`src/rtl/rfifo_pkg.sv`:
```
package rfifo_pkg;
    localparam int WORD_W = 9;

    typedef struct packed {
        logic full_n;
        logic empty_n;
        logic half_n;
    } flags_t;

    localparam flags_t FLAGS_RESET = '{full_n: 1'b1, empty_n: 1'b0, half_n: 1'b1};
endpackage

```
`src/rtl/rfifo_ctrl.sv`:
```
module rfifo_ctrl #(
    parameter int DEPTH = 512
) (
    input  logic                       clk,
    input  logic                       rst_n,
    input  logic                       wr_req,
    input  logic                       rd_req,
    input  logic                       rewind_n,
    output logic                       wr_acc,
    output logic                       rd_acc,
    output logic [$clog2(DEPTH)-1:0]   wr_addr,
    output logic [$clog2(DEPTH)-1:0]   rd_addr,
    output rfifo_pkg::flags_t          flags
);
    localparam int AW   = $clog2(DEPTH);
    localparam int CW   = AW + 1;
    localparam int HALF = DEPTH / 2;

    typedef struct packed {
        logic [AW-1:0]     wp;
        logic [AW-1:0]     rp;
        logic [CW-1:0]     cnt;
        rfifo_pkg::flags_t fl;
    } ctrl_t;

    ctrl_t st_q, st_d;
    logic  is_full, is_empty;

    assign is_full  = (st_q.cnt == CW'(DEPTH));
    assign is_empty = (st_q.cnt == '0);
    assign wr_acc   = wr_req && !is_full;
    assign rd_acc   = rd_req && !is_empty && rewind_n;

    always_comb begin
        st_d = st_q;
        if (wr_acc) begin
            st_d.wp = st_q.wp + AW'(1);
        end
        if (!rewind_n) begin
            // replay: read side restarts, occupancy is the write distance from zero
            st_d.rp  = '0;
            st_d.cnt = {1'b0, st_q.wp} + CW'(wr_acc);
        end else begin
            if (rd_acc) begin
                st_d.rp = st_q.rp + AW'(1);
            end
            st_d.cnt = st_q.cnt + CW'(wr_acc) - CW'(rd_acc);
        end
        st_d.fl.full_n  = !(st_d.cnt == CW'(DEPTH));
        st_d.fl.empty_n = !(st_d.cnt == '0);
        st_d.fl.half_n  = !(st_d.cnt > CW'(HALF));
    end

    always_ff @(posedge clk) begin
        if (!rst_n) begin
            st_q.wp  <= '0;
            st_q.rp  <= '0;
            st_q.cnt <= '0;
            st_q.fl  <= rfifo_pkg::FLAGS_RESET;
        end else begin
            st_q <= st_d;
        end
    end

    assign wr_addr = st_q.wp;
    assign rd_addr = st_q.rp;
    assign flags   = st_q.fl;
endmodule

```
`src/rtl/rfifo_store.sv`:
```
module rfifo_store #(
    parameter int DEPTH = 512,
    parameter int WIDTH = rfifo_pkg::WORD_W
) (
    input  logic                     clk,
    input  logic                     rst_n,
    input  logic                     we,
    input  logic [$clog2(DEPTH)-1:0] waddr,
    input  logic [WIDTH-1:0]         wdata,
    input  logic                     re,
    input  logic [$clog2(DEPTH)-1:0] raddr,
    output logic [WIDTH-1:0]         rdata
);
    logic [WIDTH-1:0] mem [DEPTH];
    logic [WIDTH-1:0] rdata_d, rdata_q;

    always_ff @(posedge clk) begin
        if (we) begin
            mem[waddr] <= wdata;
        end
    end

    always_comb begin
        rdata_d = rdata_q;
        if (re) begin
            rdata_d = mem[raddr];
        end
    end

    always_ff @(posedge clk) begin
        if (!rst_n) begin
            rdata_q <= '0;
        end else begin
            rdata_q <= rdata_d;
        end
    end

    assign rdata = rdata_q;
endmodule

```
`src/rtl/replay_fifo.sv`:
```
module replay_fifo #(
    parameter int DEPTH = 512,
    parameter int WIDTH = rfifo_pkg::WORD_W
) (
    input  logic             clk,
    input  logic             rst_n,
    input  logic             wr_en,
    input  logic [WIDTH-1:0] wr_data,
    input  logic             rd_en,
    output logic [WIDTH-1:0] rd_data,
    input  logic             rewind_n,
    output logic             full_n,
    output logic             empty_n,
    output logic             half_n
);
    localparam int AW = $clog2(DEPTH);

    logic              wr_acc, rd_acc;
    logic [AW-1:0]     wr_addr, rd_addr;
    rfifo_pkg::flags_t flags;

    rfifo_ctrl #(.DEPTH(DEPTH)) u_ctrl (
        .clk      (clk),
        .rst_n    (rst_n),
        .wr_req   (wr_en),
        .rd_req   (rd_en),
        .rewind_n (rewind_n),
        .wr_acc   (wr_acc),
        .rd_acc   (rd_acc),
        .wr_addr  (wr_addr),
        .rd_addr  (rd_addr),
        .flags    (flags)
    );

    rfifo_store #(.DEPTH(DEPTH), .WIDTH(WIDTH)) u_store (
        .clk   (clk),
        .rst_n (rst_n),
        .we    (wr_acc),
        .waddr (wr_addr),
        .wdata (wr_data),
        .re    (rd_acc),
        .raddr (rd_addr),
        .rdata (rd_data)
    );

    assign full_n  = flags.full_n;
    assign empty_n = flags.empty_n;
    assign half_n  = flags.half_n;
endmodule

```
`config.mk`:
```
export PLATFORM = sky130hd
export DESIGN_NAME = replay_fifo
export DESIGN_NICKNAME = d
export VERILOG_FILES = /design/src/rtl/rfifo_pkg.sv /design/src/rtl/rfifo_ctrl.sv /design/src/rtl/rfifo_store.sv /design/src/rtl/replay_fifo.sv
export SDC_FILE = /design/constraint.sdc
export NUM_CORES = 2
export LEC_CHECK = 0
export BUFFER_PORTS_ARGS = -buffer_cell sky130_fd_sc_hd__buf_2
export CAP_MARGIN = 20
export CORE_UTILIZATION = 50
export DETAILED_ROUTE_END_ITERATION = 7
export GPL_ROUTABILITY_DRIVEN = 0
export PLACE_DENSITY = 0.65
export SLEW_MARGIN = 10
export SYNTH_ARGS = -nofsm -noshare
export SYNTH_HDL_FRONTEND = slang
export SYNTH_MEMORY_MAX_BITS = 65536
export SYNTH_SLANG_ARGS = --single-unit
```
`constraint.sdc`:
```
create_clock -name clk -period 8.7 [get_ports clk]
set_input_delay 0.87 -clock clk [delete_from_list [all_inputs] [get_ports clk]]
set_output_delay 0.87 -clock clk [all_outputs]
set_load 0.005 [all_outputs]
```
==> results.cfg <==
[run_status]
status = finished clean

[sta]
fmax_mhz = 185
relative_slew_slack = 0.135
setup_repair_after_global_routing_missed_its_margin = no
report.final.slew_viol_count = 0
timing.final.setup_violations = 0
final_hold_viol_count = 0
timing.final.crit_period_ns = 5.40
final.period_utilization = 0.621
timing_worst_slew_pin_value_ns = 1.29
setup_total_negative_slack_ns = 0
final.setup_skew_ns = 0.0859

[yosys]
synth_fp_nets = 8472
synth_sequential_area_ratio = 0.770
ys_ff_latch = 4648
synthArstFlopShare = 0
synthCells = 8435
synthesis.area_sq_um = 181000
yosys_warnings = 0
post_synth_num_cell_types = 79
postSynthAreaPerCell_sq_um = 21.4
synth_enable_flop_cells = 4608
yosys_most_used_dff = edfxtp_1

[clock_tree]
clk_path_buf_depth = 4
postCtsHoldBufs = 0
post_cts.repair.setup_buffers = 0
numClockSinks = 4648
root_buffer = clkbuf_16
clkSlewWorstSetupHoldPaths_ns = 0.06
post_cts_resized = 0
ctsHtreeMaxLevel = 5
cts_tree = built
cts_inserted_buffers = 456
worst_skew_pair.late_latency_ns = 1.02

[setup_path]
cp_num_buf_inv = 5
rrSetupSlack_ns = 3.30
path_common_cell = inv_1
worst_setup_path_start_kind = flip-flop
cp-end-kind = flip-flop
timing.critical_path.required_ns = 9.59
worst-endpoint-arrival_ns = 6.30
timing.rr.start = u_ctrl.st_q[5]
critical_path_class = flip-flop to flip-flop
critical-path-slowest-cell = a21boi_0
cp_slowest_stage_delay_ns = 0.56
crit_fanout = 11
crit_path_start = u_ctrl.st_q[5]
critPathTopFamily = compound AO/OA/AOI/OAI gates
list_of_cells_traversed_by_the_critical_path = inv_1, ha_1, and4_1, a21boi_0, nand2_1, inv_1, ha_1, inv_1, ha_1, inv_1, fa_1, nand2b_1, a21oi_1, o21ai_0, a31oi_1, o211ai_1, or4_1, a211oi_1, inv_1, o31a_1

[finish]
layout.cells.most_common = edfxtp_1
area_of_the_multi_input_gates_sq_um = 38800
area_delta_synth_final_pct = 11.0
post_route_cells_drive_above_1_share = 0.230
layout.area.seq_sq_um = 139000
final.fill_count = 26400
final_nets = 8624
layout_common_cells = 4608 x edfxtp_1, 1120 x mux4_2, 595 x nor2_1, 462 x clkbuf_16, 333 x mux2i_1

[global_route]
first_pass_grt_wire_length_microns = 694000
initial_antenna_violation_count = 32
global_route.usage.total = 0.270
maximum_number_of_pins_on_one_net_before_global_route_repair = 210
aggregate_global_routing_overflow = 0
grt_pass1_vias = 89500

[floorplan]
placementRows = 220
die_w_microns = 603
initial_core_util = 0.503
die_height_microns = 603
num_io_pins = 26
floorplan.core_area_sq_um = 359000
die_area_sq_um = 364000

[place]
buffer_ports.inserted = 25
post-dp-hpwl_microns = 288000

[routing]
routed_vias = 90200
routed_wire_length_per_instance_microns = 35.9
route.detailed.drc = 0
detail_route.iter0.violations = 12600
drtPass1Iterations = 8
detail_route.wirelength_microns = 494000
route.antenna.remaining_nets = 0
avgViaCountPerCell = 6.56

[hold_path]
hold_start = wr_data[4]
min-delay-path-class = input port to flip-flop

[power_and_ir_drop]
internal_power_uw = 36700
comb_power_share = 0.067
fin_total_pwr_uw = 47000
leakage_power_summed_over_all_cells_uw = 0.0598
seqPwrFrac = 0.525
peakVddDrop_mv = 0.191
power.share.switching = 0.220
switching_power_uw = 10300
powerDensity_nw_per_um2 = 234
clock_power_share = 0.407

[job]
max_cap_viol_count = 0
[cell usage after synthesis, types with 42 or more instances]
cell | instances | area (sq um)
o21ai_0 | 100 | 500
nor3_1 | 44 | 220
mux2i_1 | 333 | 3330
buf_4 | 77 | 578
mux4_2 | 1120 | 25200
o22ai_1 | 64 | 400
nand2_1 | 195 | 732
nor2_1 | 602 | 2260
nand3_1 | 47 | 235
a22oi_1 | 72 | 541
a211oi_1 | 42 | 315
a21oi_1 | 129 | 646
edfxtp_1 | 4608 | 138000
buf_2 | 121 | 606
buf_6 | 56 | 631
clkbuf_1 | 228 | 856
a221oi_1 | 67 | 587
o221ai_1 | 52 | 455
[metal layers]
layer  track usage  part of all wire  vias up
met4         0.125             0.052       20
met5             0           0.00029        -
met2         0.427              0.48     5467
met1         0.367              0.37    48000
li1              -                 -    35700
met3        0.0522             0.099     1029
[layout make-up]
| cell class | instances | area share |
|---|---|---|
| Antenna cell | 15 | 0.000187 |
| Clock buffer | 560 | 0.0595 |
| Clock inverter | 281 | 0.0119 |
| Inverter | 32 | 0.000636 |
| Multi-Input combinational cell | 3236 | 0.194 |
| Sequential cell | 4648 | 0.694 |
| Tap cell | 4773 | 0.0298 |
| Timing Repair Buffer | 213 | 0.0106 |
[through the flow]
| step | utilization | hold slack (ns) | setup slack, ns | std cells | cell area (sq um) |
|---|---|---|---|---|---|
| final | 0.558 | 0.315 | 3.30 | 13800 | 201000 |
| after global routing | 0.558 | 0.311 | 2.89 | 13700 | 201000 |
| after CTS | 0.558 | 0.286 | 3.31 | 13700 | 201000 |
| after detailed placement | 0.518 | 0.478 | 3.16 | 12900 | 186000 |
| after global placement | 0.518 | 0.455 | 3.13 | 12900 | 186000 |
| after floorplan | - | 0.466 | 4.14 | 8435 | 181000 |
[cell families after synthesis]
| family | count (synthesis) | synth area share |
|---|---|---|
| compound gates | 688 | 0.0265 |
| xor+xnor | 22 | 0.00107 |
| fa+ha+maj | 23 | 0.00163 |
| buf+inv | 551 | 0.0170 |
| flops | 4648 | 0.770 |
| mux | 1493 | 0.160 |
| simple gates | 1010 | 0.0235 |
[sequential cells by signal (all words and copies together), names as in the netlist]
register / flops
u_store.mem: 4608
u_ctrl.rd_addr: 9
u_ctrl.wr_addr: 9
u_store.rdata: 9
u_ctrl.st_q: 10
u_ctrl.flags: 3
[power by group through the flow]
| stage | clock, uW | sequential, uW | combinational (uW) |
|---|---|---|---|
| after floorplan | 0 | 25100 | 2090 |
| after global placement | 0 | 25200 | 3140 |
| after detailed placement | 0 | 25200 | 3180 |
| after CTS | 19300 | 24700 | 3190 |
| after global routing | 20100 | 24700 | 3340 |
| final | 19100 | 24700 | 3170 |
[path summary, 6_finish.rpt]
path                    endpoint  cells past startpoint
max              u_ctrl.flags[1]                     20
min reg2reg     u_store.rdata[0]                      1
max reg2reg      u_ctrl.flags[1]                     20
min          u_store.mem[488][4]                      1
Power figures use the tool's default switching activity.
